===== src/rtl/pf_pkg.sv =====
package pf_pkg;
  typedef enum logic [1:0] {
    MT_WB = 2'd0,
    MT_WT = 2'd1,
    MT_WC = 2'd2,
    MT_UC = 2'd3
  } mem_type_e;

  function automatic logic is_cacheable(mem_type_e mt);
    return (mt == MT_WB) || (mt == MT_WT);
  endfunction
endpackage


===== src/rtl/pf_stream_entry.sv =====
module pf_stream_entry #(
  parameter int TAG_W       = 20,
  parameter int LINE_W      = 6,
  parameter int TRIG_LINES  = 4,
  parameter int AHEAD_LINES = 4
) (
  input  logic              clk,
  input  logic              rst,
  input  logic              upd_i,
  input  logic              alloc_i,
  input  logic [TAG_W-1:0]  tag_i,
  input  logic [LINE_W-1:0] line_i,
  input  logic              store_i,
  input  logic              adv_i,
  output logic              valid_o,
  output logic [TAG_W-1:0]  tag_o,
  output logic              elig_o,
  output logic [LINE_W-1:0] next_o,
  output logic              rfo_o
);
  localparam int SW = LINE_W + 2;
  localparam logic signed [SW-1:0] ONE_S   = SW'(1);
  localparam logic signed [SW-1:0] TRIG_S  = SW'(TRIG_LINES);
  localparam logic signed [SW-1:0] AHEAD_S = SW'(AHEAD_LINES);
  localparam logic signed [SW-1:0] MAXL_S  = SW'((1 << LINE_W) - 1);

  logic                     valid_q, trained_q, back_q, store_q;
  logic [TAG_W-1:0]         tag_q;
  logic [LINE_W-1:0]        last_q;
  logic signed [SW-1:0]     next_q;
  logic signed [SW-1:0]     line_s, last_s, diff, mag, lead;
  logic                     confirm, in_page;

  always_comb begin
    line_s  = signed'({2'b00, line_i});
    last_s  = signed'({2'b00, last_q});
    diff    = line_s - last_s;
    mag     = diff[SW-1] ? -diff : diff;
    confirm = (diff != '0) && (mag < TRIG_S);
    lead    = back_q ? (last_s - next_q) : (next_q - last_s);
    in_page = !next_q[SW-1] && (next_q <= MAXL_S);
  end

  always_ff @(posedge clk) begin
    if (rst) begin
      valid_q   <= 1'b0;
      trained_q <= 1'b0;
      back_q    <= 1'b0;
      store_q   <= 1'b0;
      tag_q     <= '0;
      last_q    <= '0;
      next_q    <= '0;
    end else if (upd_i) begin
      last_q <= line_i;
      if (alloc_i) begin
        valid_q   <= 1'b1;
        trained_q <= 1'b0;
        tag_q     <= tag_i;
        store_q   <= store_i;
      end else if (!trained_q) begin
        store_q <= store_i;
        if (confirm) begin
          trained_q <= 1'b1;
          back_q    <= diff[SW-1];
          next_q    <= diff[SW-1] ? (line_s - ONE_S) : (line_s + ONE_S);
        end
      end else if (!back_q && (next_q <= line_s)) begin
        next_q <= line_s + ONE_S;
      end else if (back_q && (next_q >= line_s)) begin
        next_q <= line_s - ONE_S;
      end
    end else if (adv_i) begin
      next_q <= back_q ? (next_q - ONE_S) : (next_q + ONE_S);
    end
  end

  assign valid_o = valid_q;
  assign tag_o   = tag_q;
  assign elig_o  = valid_q && trained_q && in_page && (lead <= AHEAD_S);
  assign next_o  = next_q[LINE_W-1:0];
  assign rfo_o   = store_q;


  adv_legal_chk: assert property (@(posedge clk) disable iff (rst)
    adv_i |-> (elig_o && !upd_i));


  dir_stable_chk: assert property (@(posedge clk) disable iff (rst)
    (trained_q && !(upd_i && alloc_i)) |=> (back_q == $past(back_q)));
endmodule


===== src/rtl/pf_lru.sv =====
module pf_lru #(
  parameter int N     = 8,
  parameter int IDX_W = 3
) (
  input  logic             clk,
  input  logic             rst,
  input  logic             touch_i,
  input  logic [IDX_W-1:0] touch_idx_i,
  input  logic [N-1:0]     valid_i,
  output logic [IDX_W-1:0] victim_o
);
  logic [N-1:0][IDX_W-1:0] age_q;
  logic [N-1:0]            oldest;
  logic [IDX_W-1:0]        age_old;

  assign age_old = age_q[touch_idx_i];

  always_ff @(posedge clk) begin
    if (rst) begin
      for (int i = 0; i < N; i++) age_q[i] <= IDX_W'(i);
    end else if (touch_i) begin
      for (int i = 0; i < N; i++) begin
        if (IDX_W'(i) == touch_idx_i) age_q[i] <= '0;
        else if (age_q[i] < age_old)   age_q[i] <= age_q[i] + 1'b1;
      end
    end
  end

  always_comb begin
    victim_o = '0;
    for (int i = 0; i < N; i++) oldest[i] = (age_q[i] == IDX_W'(N - 1));
    for (int i = N - 1; i >= 0; i--) if (oldest[i]) victim_o = IDX_W'(i);
    for (int i = N - 1; i >= 0; i--) if (!valid_i[i]) victim_o = IDX_W'(i);
  end


  lru_perm_chk: assert property (@(posedge clk) disable iff (rst)
    $onehot(oldest));
endmodule


===== src/rtl/pf_issue.sv =====
module pf_issue #(
  parameter int N      = 8,
  parameter int IDX_W  = 3,
  parameter int TAG_W  = 20,
  parameter int LINE_W = 6,
  parameter int OFF_W  = 6,
  parameter int ADDR_W = 32
) (
  input  logic                     clk,
  input  logic                     rst,
  input  logic [N-1:0]             elig_i,
  input  logic [N-1:0][TAG_W-1:0]  tag_i,
  input  logic [N-1:0][LINE_W-1:0] next_i,
  input  logic [N-1:0]             rfo_i,
  input  logic                     ready_i,
  output logic [N-1:0]             adv_o,
  output logic                     valid_o,
  output logic [ADDR_W-1:0]        addr_o,
  output logic                     rfo_o
);
  logic [IDX_W-1:0] sel;
  logic             any, load;

  always_comb begin
    sel = '0;
    for (int i = N - 1; i >= 0; i--) if (elig_i[i]) sel = IDX_W'(i);
    any   = |elig_i;
    load  = !valid_o || ready_i;
    adv_o = '0;
    if (load && any) adv_o[sel] = 1'b1;
  end

  always_ff @(posedge clk) begin
    if (rst) begin
      valid_o <= 1'b0;
      addr_o  <= '0;
      rfo_o   <= 1'b0;
    end else if (load) begin
      valid_o <= any;
      if (any) begin
        addr_o <= {tag_i[sel], next_i[sel], {OFF_W{1'b0}}};
        rfo_o  <= rfo_i[sel];
      end
    end
  end


  req_hold_chk: assert property (@(posedge clk) disable iff (rst)
    (valid_o && !ready_i) |=> (valid_o && $stable(addr_o) && $stable(rfo_o)));


  one_issue_chk: assert property (@(posedge clk) disable iff (rst)
    $onehot0(adv_o));


  reset_clear_chk: assert property (@(posedge clk)
    rst |=> !valid_o);
endmodule


===== src/rtl/stream_prefetcher.sv =====
module stream_prefetcher
  import pf_pkg::*;
#(
  parameter int ADDR_W      = 32,
  parameter int NUM_STREAMS = 8,
  parameter int LINE_BYTES  = 64,
  parameter int PAGE_BYTES  = 4096,
  parameter int TRIG_LINES  = 4,
  parameter int AHEAD_LINES = 4
) (
  input  logic              clk,
  input  logic              rst,
  input  logic              miss_valid,
  input  logic [ADDR_W-1:0] miss_addr,
  input  logic              miss_is_store,
  input  logic [1:0]        miss_mtype,
  output logic              pf_valid,
  input  logic              pf_ready,
  output logic [ADDR_W-1:0] pf_addr,
  output logic              pf_rfo
);
  localparam int OFF_W  = $clog2(LINE_BYTES);
  localparam int PG_W   = $clog2(PAGE_BYTES);
  localparam int LINE_W = PG_W - OFF_W;
  localparam int TAG_W  = ADDR_W - PG_W;
  localparam int IDX_W  = $clog2(NUM_STREAMS);

  mem_type_e                         mtype;
  logic                              cacheable, act, hit_any;
  logic [TAG_W-1:0]                  miss_tag;
  logic [LINE_W-1:0]                 miss_line;
  logic                              offs_unused;
  logic [NUM_STREAMS-1:0]            valid_m, hit_m, upd_m, elig_m, adv_m, rfo_m;
  logic [NUM_STREAMS-1:0][TAG_W-1:0]  tag_m;
  logic [NUM_STREAMS-1:0][LINE_W-1:0] next_m;
  logic [IDX_W-1:0]                  hit_idx, victim, tgt;

  assign mtype       = mem_type_e'(miss_mtype);
  assign cacheable   = is_cacheable(mtype);
  assign act         = miss_valid && cacheable;
  assign miss_tag    = miss_addr[ADDR_W-1:PG_W];
  assign miss_line   = miss_addr[PG_W-1:OFF_W];
  assign offs_unused = ^miss_addr[OFF_W-1:0];

  always_comb begin
    hit_idx = '0;
    for (int i = 0; i < NUM_STREAMS; i++) hit_m[i] = valid_m[i] && (tag_m[i] == miss_tag);
    for (int i = NUM_STREAMS - 1; i >= 0; i--) if (hit_m[i]) hit_idx = IDX_W'(i);
    hit_any = |hit_m;
    tgt     = hit_any ? hit_idx : victim;
    upd_m   = '0;
    if (act) upd_m[tgt] = 1'b1;
  end

  pf_lru #(.N(NUM_STREAMS), .IDX_W(IDX_W)) u_lru (
    .clk(clk), .rst(rst), .touch_i(act), .touch_idx_i(tgt),
    .valid_i(valid_m), .victim_o(victim)
  );

  for (genvar g = 0; g < NUM_STREAMS; g++) begin : g_ent
    logic elig_raw;
    pf_stream_entry #(
      .TAG_W(TAG_W), .LINE_W(LINE_W),
      .TRIG_LINES(TRIG_LINES), .AHEAD_LINES(AHEAD_LINES)
    ) u_ent (
      .clk(clk), .rst(rst), .upd_i(upd_m[g]), .alloc_i(!hit_any),
      .tag_i(miss_tag), .line_i(miss_line), .store_i(miss_is_store),
      .adv_i(adv_m[g]), .valid_o(valid_m[g]), .tag_o(tag_m[g]),
      .elig_o(elig_raw), .next_o(next_m[g]), .rfo_o(rfo_m[g])
    );
    assign elig_m[g] = elig_raw && !upd_m[g];
  end

  pf_issue #(
    .N(NUM_STREAMS), .IDX_W(IDX_W), .TAG_W(TAG_W),
    .LINE_W(LINE_W), .OFF_W(OFF_W), .ADDR_W(ADDR_W)
  ) u_issue (
    .clk(clk), .rst(rst), .elig_i(elig_m), .tag_i(tag_m), .next_i(next_m),
    .rfo_i(rfo_m), .ready_i(pf_ready), .adv_o(adv_m),
    .valid_o(pf_valid), .addr_o(pf_addr), .rfo_o(pf_rfo)
  );


  one_region_chk: assert property (@(posedge clk) disable iff (rst)
    $onehot0(hit_m));


  uncached_ignore_chk: assert property (@(posedge clk) disable iff (rst)
    (miss_valid && !cacheable) |=> $stable(valid_m));
endmodule


===== config.mk =====
export PLATFORM = sky130hd
export DESIGN_NAME = stream_prefetcher
export DESIGN_NICKNAME = d
export VERILOG_FILES = /design/src/rtl/pf_pkg.sv /design/src/rtl/pf_stream_entry.sv /design/src/rtl/pf_lru.sv /design/src/rtl/pf_issue.sv /design/src/rtl/stream_prefetcher.sv
export SDC_FILE = /design/constraint.sdc
export NUM_CORES = 2
export LEC_CHECK = 0
export ABC_AREA = 1
export BUFFER_PORTS_ARGS = -buffer_cell sky130_fd_sc_hd__buf_2
export CAP_MARGIN = 20
export CORE_MARGIN = 2
export CORE_UTILIZATION = 65
export DETAILED_ROUTE_END_ITERATION = 10
export GPL_TIMING_DRIVEN = 0
export HOLD_SLACK_MARGIN = 0.05
export PLACE_DENSITY = 0.8
export RECOVER_POWER = 100
export SLEW_MARGIN = 20
export SYNTH_ARGS = -nofsm -noshare
export SYNTH_HDL_FRONTEND = slang
export SYNTH_HIERARCHICAL = 1
export SYNTH_SLANG_ARGS = --single-unit

===== constraint.sdc =====
create_clock -name clk -period 8.6 [get_ports clk]
set_input_delay 0.43 -clock clk [delete_from_list [all_inputs] [get_ports clk]]
set_output_delay 0.43 -clock clk [all_outputs]
set_load 0.01 [all_outputs]

==> results.toml <==
[outcome]
status = "completed"

[pwr]
switching_share_pct = 31.9
p_sw_w = 0.00145
peakVddDrop_mv = 0.123
leakagePower_nw = 19.0
p_comb_share_pct = 19.1
p_int_w = 0.00310
p_per_area_nw_per_um2 = 118
sequentialPowerShare_pct = 37.6
p_clk_share_pct = 43.3

[cts]
cts_resized = 0
root_buffer = "clkbuf_16"
worstSkewPairLatency_ns = 0.61
cts_buffers = 43
cts_tree = "built"
htree_num_levels = 2
post-cts-setup-buffers = 0
ctsHoldBuffers = 0
cts_num_sinks = 356
cts_max_path_buffers = 3
clk_pin_slew_worst_paths_ns = 0.07

[yosys]
synthTopCellsByArea = "dfxtp_1 (20%), nand2_1 (16%), ha_1 (10%)"
synth_top_area_share_pct = 19.7
synthArstFlopShare_pct = 0
ys_warn_count = 6
synth_area_leader_cell = "dfxtp_1"
yosysMostFrequentCell = "nand2_1"
synth_common_cells = "nand2_1 (1551), nor2_1 (900), inv_1 (735)"
syn_inst = 6054
syn_area_um2 = 36100
synth_edf_count = 0
ys_ff_latch = 356
ys_seq_area_share_pct = 19.7
synth_flop_cell = "dfxtp_1"
synth_cell_types = 59
avgSynthCellArea_um2 = 5.96

[global_route]
grt_max_degree = 43
grt_use_met3_pct = 9.83
grt_use_met2_pct = 66.0
antenna_found_initial = 4
grt_overflow = 0
met1_usage_pct = 60.8
grt_pass1_vias = 36800
grt_pass1_wl_um = 203000
gr-usage-all-layers_pct = 45.2
busiest_layer = "met2"

[drt]
vias_per_cell = 5.90
drt_iter0_drc = 5236
vias = 41000
route.detailed.wl_per_inst_um = 19.0
first_pass_iters = 7
ant_nets = 0
drc = 0
wirelength_um = 132000

[sta]
worst_pin_slew_ns = 1.25
max-slew-margin-rel_pct = 15.7
final-max-slew-violation-count = 0
setup_viol = 0
setup_ws_ns = 1.44
rsz0062_at_grt = "false"
fin_crit_sh_pct = 83.3
max_freq_mhz = 140
finalSetupTns_ns = 0
hold_viol_final = 0
finalClockSkew_ns = 0.0353
min_period_ns = 7.16

[floorplanning]
dieArea_um2 = 57400
dieWidth_um = 240
rows = 86
coreArea_um2 = 55000
fp.dieH_um = 240
start_util_pct = 65.7
io-pin-count = 73

[setup_path]
reg2reg_slack_ns = 2.68
critical_path_class = "in -> reg"
worstPathArrival_ns = 7.65
cp-end-kind = "flip-flop"
cp_max_fo = 17
start_kind = "input port"
cp.required_ns = 9.09

[worst_hold_path]
min_path_type = "in -> reg"

[placed_design]
port_buffers = 59
gp_congestion = 1.06
post-dp-hpwl_um = 102000
dpl_worst_slack_ns = 2.79

[cells_and_area]
nets = 6522
drive_gt1_share_pct = 7.22
num-fill-cells = 5081
area_growth_pct = 7.18
post-route-util_pct = 70.4
n_antenna_cell = 0

[job]
drv_cap = 0
## registers in the layout (all words and copies together), names as in the netlist
| signal | count |
|---|---|
| u_issue/addr_o | 26 |
| u_lru/age_q | 24 |
| u_issue/rfo_o | 1 |
| u_issue/valid_o | 1 |
| g_ent.u_ent/trained_q | 8 |
| g_ent.u_ent/tag_o | 160 |
| g_ent.u_ent/valid_o | 8 |
| g_ent.u_ent/next_q | 64 |
| g_ent.u_ent/rfo_o | 8 |
| g_ent.u_ent/last_q | 48 |
| g_ent.u_ent/back_q | 8 |
## area by class of cell
| class | count | area [µm²] | share of cell area (%) |
|---|---|---|---|
| multi-input combinational | 4664 | 24500 | 63.4 |
| sequential | 356 | 7130 | 18.4 |
| tap | 748 | 936 | 2.42 |
| clock buffer | 54 | 1200 | 3.10 |
| buffer | 251 | 1370 | 3.53 |
| clock inverter | 23 | 290 | 0.750 |
| inverter | 788 | 2960 | 7.65 |
| timing repair buffer | 59 | 269 | 0.695 |
## worst max-delay path: stages
cell and delay (ns):
clkbuf_1 0.59, clkbuf_1 0.62, inv_1 0.36, clkbuf_1 0.40, nor2_1 0.22, nor2_1 0.09, nand3_1 0.07, nor2_1 0.06
nand3_1 0.13, nand2_1 0.10, nor2_1 0.29, and2_4 0.52, nand2_1 0.50, nand2_4 0.38, a21boi_0 0.23, nor2_4 0.44
nand2_4 0.12, inv_4 0.11, buf_6 0.17, buf_4 0.22, nand2_1 0.09, nor3_1 0.45, o21ai_0 0.22, nor2_2 0.14
nand2_1 0.15, clkbuf_1 0.27, a21oi_1 0.18, nor2_1 0.06
## layer usage
layer,share of wire (%),up-vias,wire length (µm)
met3,13,509,16700
met1,40,18300,53300
met2,40,2582,53100
met4,6.6,4,8750
met5,0.019,-,25
li1,-,19600,-
## power by group through the flow
stage / Clock (W) / Combinational [W] / Sequential, W
floorplan: 0 / 0.000609 / 0.00173
finish: 0.00197 / 0.000871 / 0.00171
detailed placement: 0 / 0.000838 / 0.00174
global placement: 0 / 0.000820 / 0.00174
global route: 0.00203 / 0.000964 / 0.00171
CTS: 0.00197 / 0.000845 / 0.00171
## per-stage QoR
| stage | area (µm²) | hold slack [ns] | total power, W | cells |
|---|---|---|---|---|
| 3_3_place_gp | 37300 | 0.475 | 0.00256 | 6866 |
| 4_1_cts | 38800 | 0.229 | 0.00452 | 6943 |
| 2_1_floorplan | 36100 | 0.455 | 0.00234 | 6059 |
| 5_1_grt | 38700 | 0.266 | 0.00471 | 6943 |
| 6_report | 38700 | 0.253 | 0.00455 | 6943 |
| 3_5_place_dp | 37400 | 0.482 | 0.00258 | 6866 |
## logic make-up after synthesis
kind of cell    Yosys count  synth area share (%)
simple gates           3283                  38.8
xor+xnor                203                  4.93
fa+ha+maj               320                  11.8
buf+inv                1039                  12.2
flops                   356                  19.7
compound gates          851                  12.6
other cells               1                0.0104
mux                       1                0.0277
## worst paths after layout
| kind | cells after the start | from | end |
|---|---|---|---|
| worst max register to register | 25 | g_ent[0].u_ent/tag_o[19] | g_ent[5].u_ent/next_q[5] |
| worst min-delay path | 4 | pf_ready | u_issue/valid_o |
| worst min register to register | 2 | g_ent[1].u_ent/rfo_o | g_ent[1].u_ent/rfo_o |
| worst max-delay path | 28 | miss_addr[12] | g_ent[5].u_ent/next_q[5] |
## cell usage in the layout, fill, tap and decap left out, drive strengths merged, types with 2 or more instances in the layout
cell	n
fa	32
inv	782
clkinv	20
nor2	937
xor2	134
nor3	33
clkbuf	197
nand3b	6
o21ai	448
nand3	529
o31a	2
clkinvlp	4
a211oi	8
nand4	94
xnor2	69
o21bai	16
conb	6
a21boi	7
a31oi	2
o211ai	30
a21oi	303
ha	288
and2	4
nand2	1635
o21a	5
bufinv	5
dfxtp	356
o221ai	6
o31ai	7
a22oi	4
buf	167
nor4	16
or2	27
o22ai	10
Note: power is estimated with default switching activity, not from simulation.
